File: config.mk
export PLATFORM = sky130hd
export DESIGN_NAME = tmr_bank_apb
export DESIGN_NICKNAME = d
export VERILOG_FILES = /design/src/rtl/tmr_pkg.sv /design/src/rtl/tmr_apb_decode.sv /design/src/rtl/tmr_channel.sv /design/src/rtl/tmr_bank_apb.sv
export SDC_FILE = /design/constraint.sdc
export NUM_CORES = 1
export LEC_CHECK = 0
export ABC_CLOCK_PERIOD_IN_PS = 5440
export BUFFER_PORTS_ARGS = -buffer_cell sky130_fd_sc_hd__clkbuf_2
export CAP_MARGIN = 10
export CELL_PAD_IN_SITES_DETAIL_PLACEMENT = 0
export CELL_PAD_IN_SITES_GLOBAL_PLACEMENT = 1
export CORE_UTILIZATION = 44
export CTS_BUF_LIST = sky130_fd_sc_hd__clkbuf_8 sky130_fd_sc_hd__clkbuf_16
export DETAILED_ROUTE_END_ITERATION = 8
export PLACE_DENSITY = 0.79
export SYNTH_ARGS = -nofsm -noshare
export SYNTH_HDL_FRONTEND = slang
export SYNTH_SLANG_ARGS = --single-unit
File: constraint.sdc
create_clock -name pclk -period 5.44 [get_ports pclk]
set_input_delay 1.088 -clock pclk [delete_from_list [all_inputs] [get_ports pclk]]
set_output_delay 1.088 -clock pclk [all_outputs]
set_load 0.02 [all_outputs]
File: src/rtl/tmr_pkg.sv
package tmr_pkg;

    typedef enum logic {
        CH_STOP = 1'b0,
        CH_RUN  = 1'b1
    } ch_state_e;

    // word index inside one channel's window
    localparam logic [2:0] RG_LOAD = 3'd0;
    localparam logic [2:0] RG_CUR  = 3'd1;
    localparam logic [2:0] RG_CTRL = 3'd2;
    localparam logic [2:0] RG_CLR  = 3'd3;
    localparam logic [2:0] RG_RAW  = 3'd4;

    // control word bit positions
    localparam int CB_EN   = 0;
    localparam int CB_PER  = 1;
    localparam int CB_MASK = 2;

endpackage

File: src/rtl/tmr_apb_decode.sv
module tmr_apb_decode
    import tmr_pkg::*;
#(
    parameter int NUM_TMR  = 3,
    parameter int ADDR_W   = 8,
    parameter int STRIDE   = 20,
    parameter int VER_ADDR = 172
) (
    input  logic [ADDR_W-1:0]  addr,
    output logic [NUM_TMR-1:0] ch_hit,
    output logic [2:0]         reg_idx,
    output logic               ver_hit
);

    int rel;

    always_comb begin
        ch_hit  = '0;
        reg_idx = RG_LOAD;
        rel     = 0;
        for (int n = 0; n < NUM_TMR; n++) begin
            rel = int'(addr) - n * STRIDE;
            if (rel >= 0 && rel < STRIDE && (rel % 4) == 0) begin
                ch_hit[n] = 1'b1;
                reg_idx   = 3'(rel / 4);
            end
        end
    end

    assign ver_hit = (int'(addr) == VER_ADDR);

endmodule

File: src/rtl/tmr_channel.sv
module tmr_channel
    import tmr_pkg::*;
#(
    parameter int CNT_W = 32
) (
    input  logic             clk,
    input  logic             rst_n,
    input  logic             load_we,
    input  logic             ctrl_we,
    input  logic             clr_rd,
    input  logic [CNT_W-1:0] wdata,
    output logic [CNT_W-1:0] count,
    output logic [CNT_W-1:0] load_val,
    output logic             en,
    output logic             periodic,
    output logic             mask,
    output logic             pend,
    output logic             irq
);

    ch_state_e state, state_nx;
    logic      start, halt, expire;

    // next-state logic: START and HALT transitions
    always_comb begin
        state_nx = state;
        unique case (state)
            CH_STOP: if (ctrl_we && wdata[CB_EN])  state_nx = CH_RUN;
            CH_RUN:  if (ctrl_we && !wdata[CB_EN]) state_nx = CH_STOP;
            default: state_nx = CH_STOP;
        endcase
    end

    assign start  = (state == CH_STOP) && (state_nx == CH_RUN);
    assign halt   = (state == CH_RUN)  && (state_nx == CH_STOP);
    assign expire = (state == CH_RUN)  && !halt && (count == '0);

    // state register
    always_ff @(posedge clk or negedge rst_n) begin
        if (!rst_n) state <= CH_STOP;
        else        state <= state_nx;
    end

    // counter, reload value and control fields
    always_ff @(posedge clk or negedge rst_n) begin
        if (!rst_n) begin
            count    <= '1;
            load_val <= '0;
            periodic <= 1'b0;
            mask     <= 1'b0;
        end else begin
            if (load_we) load_val <= wdata;
            if (ctrl_we) begin
                periodic <= wdata[CB_PER];
                mask     <= wdata[CB_MASK];
            end
            if (start)
                count <= load_val;
            else if (expire)
                count <= periodic ? load_val : '1;
            else if (state == CH_RUN && !halt)
                count <= count - CNT_W'(1);
        end
    end

    // pending flag: expiry beats clear, halt beats both
    always_ff @(posedge clk or negedge rst_n) begin
        if (!rst_n)      pend <= 1'b0;
        else if (halt)   pend <= 1'b0;
        else if (expire) pend <= 1'b1;
        else if (clr_rd) pend <= 1'b0;
    end

    // outputs
    always_comb begin
        en  = (state == CH_RUN);
        irq = pend && !mask;
    end

endmodule

File: src/rtl/tmr_bank_apb.sv
module tmr_bank_apb
    import tmr_pkg::*;
#(
    parameter int          NUM_TMR  = 3,
    parameter int          CNT_W    = 32,
    parameter int          ADDR_W   = 8,
    parameter int          STRIDE   = 20,
    parameter int          VER_ADDR = 172,
    parameter logic [31:0] VERSION  = 32'h0001_0203
) (
    input  logic               pclk,
    input  logic               presetn,
    input  logic               psel,
    input  logic               penable,
    input  logic               pwrite,
    input  logic [ADDR_W-1:0]  paddr,
    input  logic [CNT_W-1:0]   pwdata,
    output logic [CNT_W-1:0]   prdata,
    output logic               pready,
    output logic [NUM_TMR-1:0] irq
);

    logic [NUM_TMR-1:0]            ch_hit;
    logic [2:0]                    reg_idx;
    logic                          ver_hit;
    logic                          acc_wr, acc_rd;
    logic [NUM_TMR-1:0]            ch_en, ch_mode, ch_mask, ch_pend;
    logic [NUM_TMR-1:0][CNT_W-1:0] ch_cnt, ch_load;

    assign acc_wr = psel && penable && pwrite;
    assign acc_rd = psel && penable && !pwrite;
    assign pready = 1'b1;

    tmr_apb_decode #(
        .NUM_TMR (NUM_TMR),
        .ADDR_W  (ADDR_W),
        .STRIDE  (STRIDE),
        .VER_ADDR(VER_ADDR)
    ) i_decode (
        .addr   (paddr),
        .ch_hit (ch_hit),
        .reg_idx(reg_idx),
        .ver_hit(ver_hit)
    );

    for (genvar n = 0; n < NUM_TMR; n++) begin : g_ch
        tmr_channel #(.CNT_W(CNT_W)) i_ch (
            .clk     (pclk),
            .rst_n   (presetn),
            .load_we (acc_wr && ch_hit[n] && reg_idx == RG_LOAD),
            .ctrl_we (acc_wr && ch_hit[n] && reg_idx == RG_CTRL),
            .clr_rd  (acc_rd && ch_hit[n] && reg_idx == RG_CLR),
            .wdata   (pwdata),
            .count   (ch_cnt[n]),
            .load_val(ch_load[n]),
            .en      (ch_en[n]),
            .periodic(ch_mode[n]),
            .mask    (ch_mask[n]),
            .pend    (ch_pend[n]),
            .irq     (irq[n])
        );
    end

    always_comb begin
        prdata = '0;
        if (ver_hit) prdata = CNT_W'(VERSION);
        for (int n = 0; n < NUM_TMR; n++) begin
            if (ch_hit[n]) begin
                case (reg_idx)
                    RG_LOAD: prdata = ch_load[n];
                    RG_CUR:  prdata = ch_cnt[n];
                    RG_CTRL: prdata = CNT_W'({ch_mask[n], ch_mode[n], ch_en[n]});
                    RG_RAW:  prdata = CNT_W'(ch_pend[n]);
                    default: prdata = '0;
                endcase
            end
        end
    end

endmodule

==> results.cfg <==
[run_status]
status = completed

[final_layout]
drive_above_1_share = 0.263
final_common_cell = nand2_1
multi_input_area_mm2 = 0.00754
area_growth_pct = 14.0
n_fill_cell = 2717
nets = 1518
regArea_mm2 = 0.00523
final_area_mm2 = 0.0152
diodes = 0
layout_common_cells = nand2_1 (137), dfrtp_1 (108), dfstp_2 (96)

[yosys]
synth-compound-area-share = 0.216
synth_edf_count = 0
synthesis.nets = 1456
syn_area_per_cell_um2 = 9.54
syn_area_mm2 = 0.0133
ys.warnings.count = 0
yosys.area_share.simple = 0.166
ys.flop_type = dfrtp_1
async_flop_share = 1.00
synth_cell_types = 90
ys_seq_area_frac = 0.392
syn_inst = 1397
synthAdderAreaFrac = 0.0131
synthMuxAreaShare = 0.119
synth_seq_cells = 204
synth_top_family_by_area = compound AO/OA/AOI/OAI gates
synth-xor-area-share = 0.0460

[drt]
vias_per_cell = 6.45
ant_nets = 0
vias = 12049
detail_route.wl_per_cell_um = 25.2
routed_wl_um = 47000
drtIter0Drc = 1245
drc = 0
firstDrtPassIters = 6

[clock_tree]
hold_buffers = 0
clkSinkCount = 204
path_clk_slew_ns = 0.05
clock_path_buffers = 3
clk_latency_ns = 0.55
cts_tree = yes
htreeDepth = 1
tritoncts.num_buffers = 25
cts-root-buf = clkbuf_16

[sta]
max_freq_ghz = 0.191
setup_viol = 0
skew_ns = 0.0210
relSlewSlack = 0.243
hold_viol_final = 0
fin_crit_sh = 0.960
tightest_slew_ns = 1.12
slew_violations = 0
tns_ns = 0
fin_crit_ns = 5.22
rsz0062_at_grt = no

[worst_setup_path]
crit_type = in2out
crit_chain = clkbuf_2, inv_1, buf_4, ha_1, nor4b_2, o21ai_1, a211oi_1, a31o_2, buf_12, mux2_2, a311oi_1, a21oi_1, clkbuf_2
critical_path.max_stage_delay_ns = 0.39
cpMostUsedCell = clkbuf_2
r2r_slack_ns = 1.29
cp-end-kind = output pin
cpMaxStageDelayCell = mux2_2
path_delay_family = compound AO/OA/AOI/OAI gates
cp.buffers_inverters = 5
worstPathArrival_ns = 4.14
critPathRequiredTime_ns = 4.35
crit_fanout = 40
cp-start-kind = primary input

[floorplan]
dieArea_mm2 = 0.0310
rows = 63
core_area_mm2 = 0.0297
start_util = 0.448
io_pins = 81
fp.dieH_um = 176
fp.dieW_um = 176

[min_path]
hp-class = reg2reg

[placed_design]
hpwl_um = 33800
place_congestion = 0.946
place_area_mm2 = 0.0143
port_buffers = 79

[grt]
use_met2 = 0.481
overflow = 0
busiest_layer = met2
grt_util_met1 = 0.408
track_usage = 0.302
grt_antenna_before_repair = 0
grt_pass1_wl_um = 70900
grt_pass1_vias = 11305
grt_max_degree = 116
grtUsageMet3 = 0.0401

[pwr]
ir_worst_vdd_mv = 0.280
p_leak_nw = 6.58
power_density_mw_per_mm2 = 256

[run]
maxCapViolCount = 0
-- state kept, by name, summed over array words and instances (netlist names) --
| register | count |
|---|---|
| g_ch.i_ch.count | 96 |
| g_ch.i_ch.mask | 3 |
| g_ch.i_ch.periodic | 3 |
| g_ch.i_ch.load_val | 96 |
| g_ch.i_ch.pend | 3 |
| g_ch.i_ch.en | 3 |
-- layer usage --
layer | vias up | share of wire | routed length [µm]
li1 | 5367 | - | -
met1 | 5960 | 0.41 | 19400
met2 | 607 | 0.46 | 21500
met4 | 0 | 0.054 | 2540
met5 | - | 0 | 0
met3 | 115 | 0.076 | 3580
-- final timing paths --
check,from,endpoint,cells past startpoint
hold / removal,g_ch[2].i_ch.count[29]$_DFFE_PN1P_,g_ch[2].i_ch.count[29]$_DFFE_PN1P_,2
setup / recovery,paddr[3],prdata[16],13
setup reg to reg,g_ch[1].i_ch.count[0]$_DFFE_PN1P_,g_ch[1].i_ch.count[13]$_DFFE_PN1P_,10
min in group asynchronous,presetn,g_ch[0].i_ch.load_val[3]$_DFFE_PN0P_,1
hold reg to reg,g_ch[2].i_ch.count[29]$_DFFE_PN1P_,g_ch[2].i_ch.count[29]$_DFFE_PN1P_,2
max in group asynchronous,presetn,g_ch[0].i_ch.load_val[7]$_DFFE_PN0P_,2
-- cell type report --
class / count / area share
clock buffers: 32 / 0.0475
well taps: 390 / 0.0321
flip-flops and latches: 204 / 0.344
repair buffers: 137 / 0.0594
inverters: 28 / 0.00692
multi-input cells: 1063 / 0.497
clock inverters: 13 / 0.0132
-- report_power, final --
| group | internal (W) | total (W) | switching (W) |
|---|---|---|---|
| Combinational | 0.000139 | 0.000388 | 0.000249 |
| Clock | 0.00117 | 0.00186 | 0.000688 |
| Sequential | 0.00158 | 0.00164 | 0.0000634 |
-- cells by family (layout without fill, tap and decap cells) --
group,Yosys count,after routing
AO/OA/AOI/OAI,410,410
XOR/XNOR,70,70
adder cells (fa/ha/maj),14,14
buffers and inverters,130,210
flip-flops,204,204
multiplexers,145,145
other,1,1
AND/OR/NAND/NOR,423,423
-- timing repair --
item,in CTS,in global routing
setup endpoints to repair,0,1
resized for setup,0,1
setup buffers,0,0
-- worst min-delay path, stage by stage (launching register included) --
cell,delay [ns]
dfstp_2,0.37
inv_1,0.04
o21ai_1,0.06
-- synth_stat cells (all sizes together) (4+ instances only) --
cell / number / area [µm²]
o41ai: 4 / 61.3
a31o: 4 / 35.0
dfrtp: 108 / 2700
buf: 48 / 330
and3: 5 / 31.3
o2111ai: 14 / 123
o211ai: 12 / 95.1
a221o: 30 / 300
a211oi: 13 / 108
xor2: 33 / 289
mux2: 105 / 1180
nand4: 4 / 25.0
o221ai: 7 / 67.6
nor2: 63 / 236
a31oi: 4 / 25.0
o22ai: 29 / 181
nand2b: 10 / 62.6
mux2i: 40 / 404
a22oi: 77 / 578
nand2: 138 / 521
nand3: 35 / 188
o21ai: 94 / 470
a211o: 7 / 61.3
nand3b: 8 / 60.1
and2: 8 / 50.1
clkbuf: 54 / 203
o21a: 8 / 60.1
or3: 29 / 186
o31ai: 11 / 82.6
xnor2: 37 / 324
or4: 14 / 120
dfstp: 96 / 2520
nor3b: 9 / 67.6
inv: 28 / 105
nor3: 47 / 257
nor2b: 9 / 58.8
a21oi: 65 / 329
or2: 11 / 68.8
nor4: 25 / 203
ha: 14 / 175
-- metrics by stage --
stage / setup slack, ns / total power (W) / hold WS (ns) / instances / utilization
2_1_floorplan: 0.265 / 0.00187 / 0.453 / 1397 / -
3_3_place_gp: 0.259 / 0.00204 / 0.472 / 1822 / 0.480
3_5_place_dp: 0.229 / 0.00205 / 0.473 / 1822 / 0.480
4_1_cts: 0.231 / 0.00390 / 0.484 / 1867 / 0.511
5_1_grt: 0.00435 / 0.00399 / 0.497 / 1867 / 0.511
6_report: 0.215 / 0.00389 / 0.482 / 1867 / 0.511
Power figures use the tool's default switching activity.
